<file path="src/rtl/wbb_pkg.sv">
package wbb_pkg;
    typedef enum logic [2:0] {
        ST_IDLE    = 3'd0,
        ST_CLAIMED = 3'd1,
        ST_STROBE  = 3'd2,
        ST_ACK     = 3'd3,
        ST_GAP     = 3'd4
    } wbb_state_t;
endpackage

</file>
<file path="src/rtl/wbb_decode.sv">
module wbb_decode #(
    parameter int ADDR_W = 32,
    parameter int BASE_W = 6
) (
    input  logic              enable,
    input  logic              local_req,
    input  logic [ADDR_W-1:0] addr,
    input  logic [BASE_W-1:0] base,
    output logic              hit
);
    logic [BASE_W-1:0] top_bits;

    always_comb begin
        top_bits = addr[ADDR_W-1 -: BASE_W];
        hit      = enable && local_req && (top_bits == base);
    end
endmodule

</file>
<file path="src/rtl/wbb_addr_ctr.sv">
module wbb_addr_ctr #(
    parameter int CTR_W = 24
) (
    input  logic             clk,
    input  logic             rst_n,
    input  logic             load,
    input  logic [CTR_W-1:0] load_val,
    input  logic             inc,
    output logic [CTR_W-1:0] cnt
);
    always_ff @(posedge clk or negedge rst_n) begin
        if (!rst_n) begin
            cnt <= '0;
        end else if (load) begin
            cnt <= load_val;
        end else if (inc) begin
            cnt <= cnt + 1'b1;
        end
    end

    // one step per completed phase, wrapping at the counter width
    assert_ctr_step_R5: assert property (@(posedge clk) disable iff (!rst_n)
        (inc && !load) |=> (cnt == $past(cnt) + 1'b1));

    // a load takes the word address unchanged
    assert_ctr_load_R4: assert property (@(posedge clk) disable iff (!rst_n)
        load |=> (cnt == $past(load_val)));
endmodule

</file>
<file path="src/rtl/wbb_wait_timer.sv">
module wbb_wait_timer #(
    parameter int WAIT_W = 3
) (
    input  logic              clk,
    input  logic              rst_n,
    input  logic              load,
    input  logic [WAIT_W-1:0] load_val,
    input  logic              dec,
    output logic              zero
);
    logic [WAIT_W-1:0] remain;

    always_ff @(posedge clk or negedge rst_n) begin
        if (!rst_n) begin
            remain <= '0;
        end else if (load) begin
            remain <= load_val;
        end else if (dec && (remain != '0)) begin
            remain <= remain - 1'b1;
        end
    end

    always_comb zero = (remain == '0);

    // the timer never wraps below zero
    assert_timer_floor_R9: assert property (@(posedge clk) disable iff (!rst_n)
        (dec && !load && zero) |=> zero);
endmodule

</file>
<file path="src/rtl/wbb_bridge.sv">
module wbb_bridge #(
    parameter int ADDR_W = 32,
    parameter int BASE_W = 6,
    parameter int WAIT_W = 3,
    parameter int EXT_AW = 24,
    parameter int DATA_W = 8
) (
    input  logic              clk,
    input  logic              rst_n,
    input  logic              cfg_enable,
    input  logic [BASE_W-1:0] cfg_base,
    input  logic [WAIT_W-1:0] cfg_wait,
    input  logic              up_frame,
    input  logic              up_local,
    input  logic [ADDR_W-1:0] up_addr,
    input  logic              up_write,
    input  logic              up_irdy,
    input  logic [ADDR_W-1:0] up_wdata,
    input  logic [3:0]        up_be,
    output logic              up_devsel,
    output logic              up_trdy,
    output logic [ADDR_W-1:0] up_rdata,
    output logic [EXT_AW-1:0] ext_addr,
    output logic [DATA_W-1:0] ext_wdata,
    input  logic [DATA_W-1:0] ext_rdata,
    output logic              ext_cs,
    output logic              ext_rd,
    output logic              ext_wr,
    output logic              ext_ds
);
    import wbb_pkg::*;

    localparam int WORD_LSB = 2;
    localparam int WORD_MSB = EXT_AW + WORD_LSB - 1;
    localparam int PAD_W    = ADDR_W - DATA_W - EXT_AW;

    wbb_state_t state, state_nx;

    logic              hit;
    logic              accept;
    logic              phase_go;
    logic              strobe_end;
    logic              timer_zero;
    logic              is_write;
    logic [DATA_W-1:0] wr_byte;
    logic [DATA_W-1:0] rd_byte;
    logic [EXT_AW-1:0] word_addr;
    logic [3:0]        be_unused;

    always_comb be_unused = up_be;

    wbb_decode #(.ADDR_W(ADDR_W), .BASE_W(BASE_W)) u_decode (
        .enable    (cfg_enable),
        .local_req (up_local),
        .addr      (up_addr),
        .base      (cfg_base),
        .hit       (hit)
    );

    always_comb begin
        accept     = (state == ST_IDLE) && up_frame && hit;
        phase_go   = ((state == ST_CLAIMED) || (state == ST_GAP)) && up_frame && up_irdy;
        strobe_end = (state == ST_STROBE) && timer_zero;
    end

    wbb_addr_ctr #(.CTR_W(EXT_AW)) u_ctr (
        .clk      (clk),
        .rst_n    (rst_n),
        .load     (accept),
        .load_val (up_addr[WORD_MSB:WORD_LSB]),
        .inc      (state == ST_ACK),
        .cnt      (word_addr)
    );

    wbb_wait_timer #(.WAIT_W(WAIT_W)) u_timer (
        .clk      (clk),
        .rst_n    (rst_n),
        .load     (phase_go),
        .load_val (cfg_wait),
        .dec      (state == ST_STROBE),
        .zero     (timer_zero)
    );

    // state register
    always_ff @(posedge clk or negedge rst_n) begin
        if (!rst_n) state <= ST_IDLE;
        else        state <= state_nx;
    end

    // next state
    always_comb begin
        state_nx = state;
        unique case (state)
            ST_IDLE:    if (accept) state_nx = ST_CLAIMED;
            ST_CLAIMED: begin
                if (!up_frame)    state_nx = ST_IDLE;
                else if (up_irdy) state_nx = ST_STROBE;
            end
            ST_STROBE:  if (timer_zero) state_nx = ST_ACK;
            ST_ACK:     state_nx = ST_GAP;
            ST_GAP: begin
                if (!up_frame)    state_nx = ST_IDLE;
                else if (up_irdy) state_nx = ST_STROBE;
            end
            default:    state_nx = ST_IDLE;
        endcase
    end

    // datapath captures
    always_ff @(posedge clk or negedge rst_n) begin
        if (!rst_n) begin
            is_write <= 1'b0;
            wr_byte  <= '0;
            rd_byte  <= '0;
        end else begin
            if (accept)     is_write <= up_write;
            if (phase_go)   wr_byte  <= up_wdata[ADDR_W-1 -: DATA_W];
            if (strobe_end) rd_byte  <= ext_rdata;
        end
    end

    // outputs
    always_comb begin
        up_devsel = 1'b0;
        up_trdy   = 1'b0;
        up_rdata  = '0;
        ext_cs    = 1'b0;
        ext_rd    = 1'b0;
        ext_wr    = 1'b0;
        ext_ds    = 1'b0;
        unique case (state)
            ST_IDLE: ;
            ST_CLAIMED: up_devsel = 1'b1;
            ST_STROBE: begin
                up_devsel = 1'b1;
                ext_cs    = 1'b1;
                ext_ds    = 1'b1;
                ext_rd    = !is_write;
                ext_wr    = is_write;
            end
            ST_ACK: begin
                up_devsel = 1'b1;
                ext_cs    = 1'b1;
                up_trdy   = 1'b1;
                up_rdata  = {rd_byte, {PAD_W{1'b0}}, word_addr};
            end
            ST_GAP: begin
                up_devsel = 1'b1;
                ext_cs    = 1'b1;
            end
            default: ;
        endcase
        ext_addr  = word_addr;
        ext_wdata = wr_byte;
    end

    // an unmatched frame leaves the bridge idle
    assert_no_claim_R2: assert property (@(posedge clk) disable iff (!rst_n)
        ((state == ST_IDLE) && !hit) |=> !up_devsel);

    // chip select only inside a claimed transfer
    assert_cs_in_claim_R3: assert property (@(posedge clk) disable iff (!rst_n)
        ext_cs |-> up_devsel);

    // read and write strobes are exclusive
    assert_strobe_excl_R7: assert property (@(posedge clk) disable iff (!rst_n)
        !(ext_rd && ext_wr));

    // target-ready is a single pulse that follows a strobe
    assert_trdy_pulse_R9: assert property (@(posedge clk) disable iff (!rst_n)
        up_trdy |=> !up_trdy);
    assert_trdy_after_ds_R9: assert property (@(posedge clk) disable iff (!rst_n)
        $rose(up_trdy) |-> $past(ext_ds));

    // dropping frame between phases returns to idle
    assert_end_idle_R10: assert property (@(posedge clk) disable iff (!rst_n)
        ((state == ST_GAP) && !up_frame) |=> !up_devsel);
endmodule

</file>
<file path="config.mk">
export PLATFORM = sky130hd
export DESIGN_NAME = wbb_bridge
export DESIGN_NICKNAME = d
export VERILOG_FILES = /design/src/rtl/wbb_pkg.sv /design/src/rtl/wbb_decode.sv /design/src/rtl/wbb_addr_ctr.sv /design/src/rtl/wbb_wait_timer.sv /design/src/rtl/wbb_bridge.sv
export SDC_FILE = /design/constraint.sdc
export NUM_CORES = 1
export LEC_CHECK = 0
export ABC_AREA = 0
export BUFFER_PORTS_ARGS = -buffer_cell sky130_fd_sc_hd__buf_2
export CORE_MARGIN = 2
export CORE_UTILIZATION = 47
export CTS_CLUSTER_SIZE = 20
export DETAILED_ROUTE_END_ITERATION = 12
export HOLD_SLACK_MARGIN = 0.03
export MAX_ROUTING_LAYER = met4
export PLACE_DENSITY = 0.84
export SYNTH_ARGS = -nofsm -noshare
export SYNTH_HDL_FRONTEND = slang
export SYNTH_SLANG_ARGS = --single-unit
</file>
<file path="constraint.sdc">
create_clock -name clk -period 4.9 [get_ports clk]
set_clock_uncertainty 0.1 [all_clocks]
set_input_delay 0.245 -clock clk [delete_from_list [all_inputs] [get_ports clk]]
set_output_delay 0.245 -clock clk [all_outputs]
set_load 0.1 [all_outputs]
</file>
==> impl_metrics.csv, run 1 <==
group,metric,value,unit
final_layout,fin_area,0.00347,mm²
power,p_leak,1.90,nW
final_layout,final_nets,501,
yosys,syn_nets,379,
drt,firstDrtPassIters,4,
clocking,numCtsBuffers,5,
critical_path,path_cells,"nor2_1, and3_1, nand3_1, buf_4, mux2_2",
power,p_switching,1.15,mW
global_route,grt_max_degree,48,
clocking,post_cts_hold_buffer_count,0,
global_route,antenna_found_initial,0,
job,maxCapViolations,0,
die,io_pins,162,
die,dieArea,0.00642,mm²
clocking,cts.sinks,47,
yosys,synth_top_area_share,43.2,%
yosys,synthDistinctLibCells,45,
die,die_w,80.1,µm
drt,vias,2581,
sta,maxClockFrequency,321,MHz
critical_path,critPathLaunchType,"flop",
clocking,htreeDepth,2,
hold_path,hold_class,"input pin to asynchronous set/reset pin",
final_layout,drive_gt1_share,41.5,%
die,core,0.00554,mm²
yosys,syn_area,0.00272,mm²
status,outcome,"complete, no violations",
final_layout,diodes,0,
yosys,avgSynthCellArea,9.59,µm²
die,initial_core_util,49.1,%
critical_path,crit_fanout,38,
sta,slew_violations,0,
drt,viasPerCell,5.39,
sta,tightest_slew,1.13,ns
critical_path,critical_path_class,"flop to flop",
sta,rsz0062_at_grt,"no",
sta,final.setup.tns,0,ns
clocking,cts_tree,"done",
drt,drt_wl_total,6.93,mm
critical_path,worstPathRequired,4.98,ns
placement,dp_hpwl,5.09,mm
sta,period_share,63.6,%
power,p_seq_share,30.9,%
sta,post-route-min-period,3.12,ns
final_layout,layout_commonest_cell,"buf_2",
critical_path,reg2reg_slack,1.78,ns
final_layout,syn2layout_area_growth,27.4,%
critical_path,r2r-end,"u_ctr.cnt[22]",
power,pwr-share-comb,57.7,%
global_route,grt_pass1_vias,2412,
clocking,clk_latency,0.29,ns
yosys,synth.area.top_cells,"dfrtp_1 (43%), mux2_2 (7.9%), and3_1 (7.4%), xor2_1 (4.8%), nor2_1 (4.3%)",
sta,setup_violations,0,
clocking,ctsRootBufferMaster,"clkbuf_8",
clocking,cts.repair.resized,0,
clocking,clk_pin_slew_worst_paths,0.09,ns
yosys,ys_warn_count,0,
critical_path,cpLargestDelayFamily,"simple AND/OR/NAND/NOR gates",
clocking,cts_setup_buffers,0,
clocking,clockBufferDepth,2,
yosys,synth_top_area_cell,"dfrtp_1",
yosys,ys_ff_latch,47,
drt,ant_nets,0,
critical_path,r2r-start,"state[0]",
critical_path,cp-startpoint,"state[0]",
yosys,synth_cells,284,
final_layout,fillers,508,
critical_path,worst-path-buf-inv,1,
drt,drtIter0Drc,130,
drt,drc,0,
global_route,gr-total-overflow,0,
power,swShare,58.1,%
yosys,seq_area_frac_synth,43.2,%
critical_path,worstPathArrival,3.20,ns
placement,dpl_cell_area,0.00339,mm²
die,num_rows,27,
critical_path,rr_worst_depth,5,
power,vdd_drop_max,0.588,mV
critical_path,cp-end-kind,"flop",
placement,gp_congestion,0.752,
final_layout,final_cell_mix,"buf_2 (131), dfrtp_1 (47), and3_1 (32)",
global_route,grt_pass1_wl,11.2,mm
placement,port-buffer-count,131,
sta,final_hold_viol_count,0,
die,die_h,80.1,µm
critical_path,slowest_stage,"dfrtp_1",
power,p_int,831,µW
power,p_total,1.98,mW
power,p_per_area,571,mW/mm²
power,clkPwrFrac,11.4,%
global_route,track_usage,22.6,%
drt,wire_per_inst,14.5,µm
sta,relSlewSlack,24.6,%
critical_path,worst_path_largest_cell_delay,1.10,ns
[Yosys cell counts (all sizes together)]
library cell   n
a211oi         6
a21o           1
a21oi         17
a22oi          1
a31oi          3
and2           2
and2b          1
and3          32
and3b          1
and4           2
buf            9
clkbuf         8
dfrtp         47
ha             3
inv           10
mux2          19
nand2         17
nand3         15
nand3b         2
nand4          3
nand4b         1
nor2          32
nor2b          1
nor3           8
nor3b          1
nor4           5
o211ai         1
o21ai          8
o2bb2ai        1
o31a           1
o31ai          1
or2            1
or3            1
or3b           1
xnor2          7
xor2          15
[power by group through the flow]
| stage | Sequential [mW] | Clock, mW | Combinational, mW |
|---|---|---|---|
| 6_report | 0.613 | 0.226 | 1.14 |
| 4_1_cts | 0.614 | 0.234 | 1.15 |
| 3_3_place_gp | 0.612 | 0 | 1.13 |
| 3_5_place_dp | 0.621 | 0 | 1.15 |
| 5_1_grt | 0.631 | 0.251 | 1.19 |
| 2_1_floorplan | 1.01 | 0 | 0.561 |
[cell type report]
| class | count | area [µm²] | area share [%] |
|---|---|---|---|
| Multi-Input combinational cell | 210 | 1420 | 41.0 |
| Sequential cell | 47 | 1180 | 33.9 |
| Timing Repair Buffer | 132 | 663 | 19.1 |
| Tap cell | 72 | 90.1 | 2.60 |
| Clock buffer | 7 | 76.3 | 2.20 |
| Inverter | 10 | 37.5 | 1.08 |
| Clock inverter | 1 | 5.00 | 0.144 |
[worst max path at each step]
stage	end	slack [ns]	cells past startpoint
global route	u_ctr.cnt[22]	1.57	5
detailed placement	u_ctr.cnt[22]	1.79	5
floorplan	up_rdata[7]	2.14	2
CTS	u_ctr.cnt[22]	1.77	5
finish	u_ctr.cnt[22]	1.78	5
global placement	u_ctr.cnt[22]	1.84	5
[worst register-to-register path: cells and delay by family, from the launching register on]
family                 cells  cell delay, ns
DFF                        1            1.10
buffers and inverters      1            0.35
and+or+nand+nor            3            1.11
muxes                      1            0.35
[state kept, by name, summed over array words and instances (netlist names)]
register and count:
u_ctr.cnt 24, ext_wdata 8, is_write 1, rd_byte 8, u_timer.remain 3, state 3
[cell families after synthesis]
kind of cell / share of synthesized area [%]
AOI/OAI and AO/OA: 8.82
xor gates and xnor gates: 7.08
adders and majority gates: 1.38
buffers and inverters: 4.69
DFF: 43.2
muxes: 7.86
and+or+nand+nor: 27.0
[stage by stage]
step	setup slack (ns)	hold WS [ns]	utilization, %	cells
6_report	1.78	0.0402	62.6	479
5_1_grt	1.57	0.0499	62.6	479
4_1_cts	1.77	0.0487	62.6	479
3_5_place_dp	1.79	0.360	61.2	471
3_3_place_gp	1.84	0.352	61.2	471
2_1_floorplan	2.14	-0.151	-	284
[metal layers]
metal	track usage [%]	vias to the layer above	routed length (µm)
met2	38.3	120	3460
met1	27.9	1219	2840
li1	-	1240	-
met4	3.22	0	22
met5	-	-	0
met3	5.96	2	606
No activity file was read; power rests on OpenSTA's default activity.
==> run 2: changes to the inputs <==
--- a/config.mk
+++ b/config.mk
@@ -5,15 +5,15 @@
 export SDC_FILE = /design/constraint.sdc
 export NUM_CORES = 1
 export LEC_CHECK = 0
-export ABC_AREA = 0
+export ABC_AREA = 1
 export BUFFER_PORTS_ARGS = -buffer_cell sky130_fd_sc_hd__buf_2
 export CORE_MARGIN = 2
-export CORE_UTILIZATION = 47
+export CORE_UTILIZATION = 42
 export CTS_CLUSTER_SIZE = 20
 export DETAILED_ROUTE_END_ITERATION = 12
 export HOLD_SLACK_MARGIN = 0.03
 export MAX_ROUTING_LAYER = met4
-export PLACE_DENSITY = 0.84
+export PLACE_DENSITY = 0.75
 export SYNTH_ARGS = -nofsm -noshare
 export SYNTH_HDL_FRONTEND = slang
 export SYNTH_SLANG_ARGS = --single-unit
==> constraint.sdc (replaced) <==
create_clock -name clk -period 2.8 [get_ports clk]
set_clock_uncertainty 0.1 [all_clocks]
set_input_delay 0.14 -clock clk [delete_from_list [all_inputs] [get_ports clk]]
set_output_delay 0.14 -clock clk [all_outputs]
set_load 0.1 [all_outputs]
==> run 2 against run 1 <==
  * Core utilization is 5.5 points lower
  * Global-route usage is 1.9 points higher
  * Cell count is 60% higher
  * Register-to-register slack worse by 0.94 ns
  * Critical path depth is 1 higher
  * Design area is 26% higher
  * Largest cell class unchanged
==> impl_metrics.csv, run 2 <==
group,metric,value,unit
placement,gp_congestion,0.915,
yosys,yosysMostFrequentCell,"nand2_1",
clocking,numCtsBuffers,5,
yosys,ys_ff_latch,47,
clocking,cts_tree,"done",
clocking,htreeDepth,2,
clocking,cts_setup_buffers,0,
critical_path,reg2reg_slack,0.84,ns
global_route,track_usage,24.5,%
hold_path,hold_depth,4,
yosys,syn_area,0.00328,mm²
status,outcome,"complete, no violations",
global_route,grt_pass1_vias,3591,
final_layout,drive_gt1_share,25.5,%
yosys,synthDistinctLibCells,33,
critical_path,cpMostUsedCell,"inv_2",
drt,ant_nets,0,
clocking,ctsRootBufferMaster,"clkbuf_8",
sta,maxClockFrequency,439,MHz
yosys,synth_top_area_share,35.9,%
drt,wire_per_inst,13.0,µm
final_layout,syn2layout_area_growth,33.3,%
placement,place_inst,726,
sta,tightest_slew,1.11,ns
power,p_leak,2.50,nW
clocking,cts.sinks,47,
final_layout,final_cell_count_no_fill,766,
drt,drtIter0Drc,145,
global_route,gr-total-overflow,0,
clocking,clk_pin_slew_worst_paths,0.10,ns
drt,viasPerCell,4.78,
placement,dp_hpwl,7.27,mm
final_layout,largest_reg_flops,24,
power,p_total,4.96,mW
yosys,synth_top_area_cell,"dfrtp_1",
power,vdd_drop_max,0.953,mV
critical_path,cp-end-kind,"output pin",
yosys,ys_warn_count,0,
critical_path,critical_path_class,"flop to output pin",
die,dieArea,0.00853,mm²
critical_path,worstPathRequired,2.56,ns
sta,slew_violations,0,
critical_path,critPathLaunchType,"flop",
drt,vias,3660,
power,p_per_area,1130,mW/mm²
sta,rsz0062_at_grt,"no",
yosys,synth_edf_count,0,
sta,final_hold_viol_count,0,
global_route,grt_pass1_wl,16.5,mm
sta,final.setup.tns,0,ns
sta,relSlewSlack,25.9,%
yosys,synth-async-reset-ratio,100,%
critical_path,worst_path_largest_cell_delay,0.46,ns
die,die_w,92.4,µm
final_layout,final_nets,758,
critical_path,slowest_stage,"buf_2",
yosys,synth.area.top_cells,"dfrtp_1 (36%), nand2_1 (18%), nor2_1 (8.5%), inv_1 (8.4%), nand3_1 (7.3%)",
die,core,0.00765,mm²
critical_path,rr_worst_depth,7,
die,io_pins,162,
critical_path,crit_fanout,39,
clocking,clk_latency,0.32,ns
yosys,synth_cells,505,
yosys,seq_area_frac_synth,35.9,%
hold_path,hold_class,"input pin to flop",
die,die_h,92.4,µm
sta,post-route-min-period,2.28,ns
final_layout,largest_register,"u_ctr.cnt",
die,initial_core_util,42.9,%
sta,setup_violations,0,
drt,firstDrtPassIters,4,
placement,port-buffer-count,131,
yosys,synth_commonest_cells,"nand2_1 (157), nor2_1 (74), inv_1 (73), nand3_1 (48), dfrtp_1 (47)",
yosys,avgSynthCellArea,6.50,µm²
yosys,synth-main-ff-cell,"dfrtp_1",
final_layout,final_cell_mix,"nand2_1 (157), buf_2 (131), nor2_1 (74)",
sta,period_share,81.3,%
clocking,clockBufferDepth,2,
yosys,syn_nets,600,
job,maxCapViolations,0,
final_layout,layout_commonest_cell,"nand2_1",
global_route,grt_max_degree,48,
critical_path,path_cells,"inv_2, nand2_2, nor2_4, inv_2, nor2_1, buf_2",
drt,drc,0,
die,num_rows,32,
critical_path,worstPathArrival,2.04,ns
final_layout,diodes,0,
drt,drt_wl_total,9.95,mm
global_route,antenna_found_initial,0,
run 2: changes by cell type in the layout (fill, tap and decap cells not counted), moves of 19 or more:
cell,delta
nand2_1,+140
nand3_1,+34
inv_1,+64
mux2_2,-19
dlygate4sd3_1,+32
nor2_1,+43
and3_1,-32
run 2: critical path: cells and delay by family, from the launching register on:
kind	cells	cell delay, ns
AND/OR/NAND/NOR	3	0.44
flip-flops	1	0.42
buffers and inverters	3	0.86
run 2: cell families (layout without fill, tap and decap cells):
kind of cell	count (synthesis)	in the layout	share of synthesized area, %
AND/OR/NAND/NOR	315	315	42.1
flip-flops	47	47	35.9
AO/OA/AOI/OAI	39	39	6.10
buffers and inverters	94	253	12.9
XOR/XNOR	7	7	1.87
adder cells (fa/ha/maj)	3	3	1.14
run 2: timing repair:
action	CTS	global route
resized for setup	0	0
hold buffers	32	0
hold endpoints to repair	78	0
run 2: final timing paths:
| kind | start | to |
|---|---|---|
| max in group asynchronous | rst_n | u_ctr.cnt[8] |
| setup / recovery | state[2] | up_rdata[23] |
| hold reg to reg | ext_wdata[7] | ext_wdata[7] |
| min in group asynchronous | rst_n | u_ctr.cnt[18] |
| hold / removal | cfg_wait[1] | u_timer.remain[1] |
| setup reg to reg | state[1] | u_ctr.cnt[3] |
run 2: cell type report:
| cell class | count | area [µm²] |
|---|---|---|
| Clock inverter | 3 | 26.3 |
| Sequential cell | 47 | 1180 |
| Multi-Input combinational cell | 364 | 1680 |
| Inverter | 81 | 308 |
| Clock buffer | 5 | 68.8 |
| Tap cell | 102 | 128 |
| Fill cell | 776 | 3280 |
| Timing Repair Buffer | 164 | 983 |
run 2: report_power, final:
| part | switching, mW | internal, mW | leakage (nW) |
|---|---|---|---|
| Combinational | 2.69 | 0.571 | 1.89 |
| Clock | 0.281 | 0.185 | 0.0491 |
| Sequential | 0.284 | 0.945 | 0.562 |
| Total | 3.26 | 1.70 | 2.50 |
run 2: through the flow:
| step | worst slack [ns] | utilization (%) | cell area [µm²] | hold slack, ns |
|---|---|---|---|---|
| CTS | 0.503 | 57.2 | 4370 | 0.0405 |
| floorplan | 0.0913 | - | 3280 | -0.256 |
| finish | 0.522 | 57.2 | 4370 | 0.0444 |
| global route | 0.384 | 57.2 | 4370 | 0.0451 |
| detailed placement | 0.829 | 51.7 | 3960 | 0.247 |
| global placement | 0.878 | 51.7 | 3960 | 0.239 |
run 2: routing by layer:
metal	track usage (%)	vias up	routed length, µm
met4	6.09	0	145
met2	42.5	121	4960
met1	30.0	1666	4290
met3	3.91	14	556
li1	-	1859	-
met5	-	-	0
==> run 3: changes to the inputs <==
--- a/config.mk
+++ b/config.mk
@@ -5,15 +5,15 @@
 export SDC_FILE = /design/constraint.sdc
 export NUM_CORES = 1
 export LEC_CHECK = 0
-export ABC_AREA = 1
+export ABC_AREA = 0
 export BUFFER_PORTS_ARGS = -buffer_cell sky130_fd_sc_hd__buf_2
 export CORE_MARGIN = 2
-export CORE_UTILIZATION = 42
+export CORE_UTILIZATION = 40
 export CTS_CLUSTER_SIZE = 20
 export DETAILED_ROUTE_END_ITERATION = 12
 export HOLD_SLACK_MARGIN = 0.03
 export MAX_ROUTING_LAYER = met4
-export PLACE_DENSITY = 0.75
+export PLACE_DENSITY = 0.76
 export SYNTH_ARGS = -nofsm -noshare
 export SYNTH_HDL_FRONTEND = slang
 export SYNTH_SLANG_ARGS = --single-unit
==> constraint.sdc (replaced) <==
create_clock -name clk -period 1.8 [get_ports clk]
set_clock_uncertainty 0.1 [all_clocks]
set_input_delay 0.09 -clock clk [delete_from_list [all_inputs] [get_ports clk]]
set_output_delay 0.09 -clock clk [all_outputs]
set_load 0.1 [all_outputs]
==> run 3 against run 2 <==
  * The flow now finishes with violations (negative setup slack)
  * Wire length up 16%
  * Largest cell class is now buffers
  * Largest power group unchanged
  * Cell count down 23%
  * Sequential power rose by 40%
  * Critical path type unchanged
  * Die area is 12% lower
  * Power increased by 47%
  * Combinational power is 42% higher
==> impl_metrics.csv, run 3 (synthesis results as in run 1) <==
group,metric,value,unit
power,p_leak,2.60,nW
final_layout,fin_area,0.00579,mm²
placement,gp_congestion,0.805,
sta,relSlewSlack,49.9,%
sta,tightest_slew,0.745,ns
final_layout,largest_reg_flops,24,
die,dieArea,0.00748,mm²
sta,rsz0062_at_grt,"yes",
drt,vias,3169,
final_layout,fin_util,86.7,%
global_route,track_usage,29.5,%
power,p_total,7.27,mW
final_layout,fillers,305,
hold_path,hold_class,"input pin to asynchronous set/reset pin",
clocking,cts.sinks,47,
power,vdd_drop_max,1.23,mV
critical_path,reg2reg_slack,-0.11,ns
job,maxCapViolations,0,
sta,setup_violations,66,
critical_path,rr_worst_depth,9,
status,violations,"negative setup slack",
critical_path,critical_path_class,"flop to output pin",
drt,drc,0,
final_layout,final_nets,603,
critical_path,worstPathRequired,1.61,ns
final_layout,multiInputGateArea,0.00191,mm²
critical_path,slowest_stage,"dfrtp_1",
global_route,grt_max_degree,48,
die,die_h,86.5,µm
critical_path,path_cells,"buf_6, buf_6, nor2b_4, buf_6, and3_4, buf_12",
sta,final_hold_viol_count,0,
drt,ant_nets,0,
critical_path,crit_fanout,8,
drt,viasPerCell,5.38,
drt,firstDrtPassIters,4,
sta,whs,0.185,ns
clocking,clockBufferDepth,2,
critical_path,cpMostUsedCell,"buf_6",
die,num_rows,30,
critical_path,worstPathArrival,1.74,ns
placement,port-buffer-count,131,
global_route,grt_pass1_vias,3331,
sta,post-route-min-period,1.93,ns
final_layout,layout_commonest_cell,"buf_2",
clocking,ctsRootBufferMaster,"clkbuf_8",
clocking,numCtsBuffers,5,
critical_path,worst_path_largest_cell_delay,0.40,ns
die,core,0.00668,mm²
die,initial_core_util,40.7,%
clocking,clk_pin_slew_worst_paths,0.10,ns
placement,dp_hpwl,6.02,mm
die,die_w,86.5,µm
global_route,antenna_found_initial,0,
final_layout,final_cell_mix,"buf_2 (93), dlygate4sd3_1 (47), buf_12 (45)",
critical_path,cp-end-kind,"output pin",
sta,maxClockFrequency,519,MHz
sta,period_share,107,%
final_layout,largest_register,"u_ctr.cnt",
final_layout,diodes,0,
placement,dpl_cell_area,0.00446,mm²
power,p_per_area,1260,mW/mm²
clocking,cts_tree,"done",
critical_path,r2r-end,"u_ctr.cnt[6]",
critical_path,r2r-start,"state[2]",
placement,post-place-ws,-0.0781,ns
final_layout,syn2layout_area_growth,113,%
clocking,htreeDepth,2,
drt,drt_wl_total,11.5,mm
sta,slew_violations,0,
global_route,gr-total-overflow,0,
critical_path,critPathLaunchType,"flop",
global_route,grt_pass1_wl,16.5,mm
drt,drtIter0Drc,147,
clocking,clk_latency,0.31,ns
sta,fin_ws,-0.125,ns
final_layout,drive_gt1_share,66.0,%
status,outcome,"finished, violations left",
drt,wire_per_inst,19.5,µm
final_layout,register_area,0.00124,mm²
die,io_pins,162,
## run 3: changes by cell type in the layout (fill, tap and decap cells not counted), sizes merged, moves of 6 or more
cell / change
a211oi: +6
and3: +32
buf: +53
dlygate4sd3: +15
inv: -73
mux2: +19
nand2: -148
nand3: -34
nor2: -55
o21ai: -12
xor2: +10
## run 3: worst max path at each step
stage                       startpoint             to  slack (ns)  depth (start not counted)
after floorplan           u_ctr.cnt[1]  u_ctr.cnt[22]       -0.17                          6
after global placement        state[0]  u_ctr.cnt[13]       -0.01                          7
after detailed placement      state[0]   u_ctr.cnt[5]       -0.08                          6
after CTS                     state[2]   up_rdata[24]       -0.08                          6
after global routing          state[2]   up_rdata[18]       -0.17                          6
final                         state[2]   up_rdata[18]       -0.13                          6
## run 3: final cells by class
type | count | share of cell area [%]
clock buffers | 5 | 1.19
clock inverters | 3 | 1.17
inverters | 10 | 0.908
multi-input cells | 210 | 33.0
flip-flops and latches | 47 | 21.5
well taps | 80 | 1.73
repair buffers | 234 | 40.6
## run 3: layer usage
metal / wire length (µm) / GRT usage [%] / vias up
li1: - / - / 1446
met1: 4070 / 30.7 / 1542
met2: 6380 / 56.3 / 149
met3: 698 / 5.14 / 32
met4: 344 / 8.38 / 0
met5: 0 / - / -
## run 3: power by group
| group | internal (mW) | leakage, nW | switching, mW |
|---|---|---|---|
| Sequential | 1.41 | 0.532 | 0.310 |
| Combinational | 1.60 | 2.00 | 3.02 |
| Clock | 0.554 | 0.0644 | 0.387 |
## run 3: worst max-delay path: cells and delay by family, from the launching register on
kind	cells	cell delay, ns
buffers and inverters	4	0.60
flip-flops	1	0.40
AND/OR/NAND/NOR	2	0.43
## run 3: through the flow
stage | std cells | setup TNS (ns)
global route | 589 | -7.85
global placement | 508 | -0.0137
detailed placement | 508 | -0.319
floorplan | 284 | -1.74
finish | 589 | -4.72
CTS | 578 | -2.59
## run 3: repair_timing
| action | 4_1_cts | 5_1_grt |
|---|---|---|
| endpoints found under the setup margin | 51 | 81 |
| endpoints found under the hold margin | 92 | 0 |
| setup buffers | 12 | 8 |
| pin swaps | 23 | 14 |
| hold buffers | 47 | 0 |
| cloned | 4 | 4 |
| gates resized for setup | 58 | 68 |
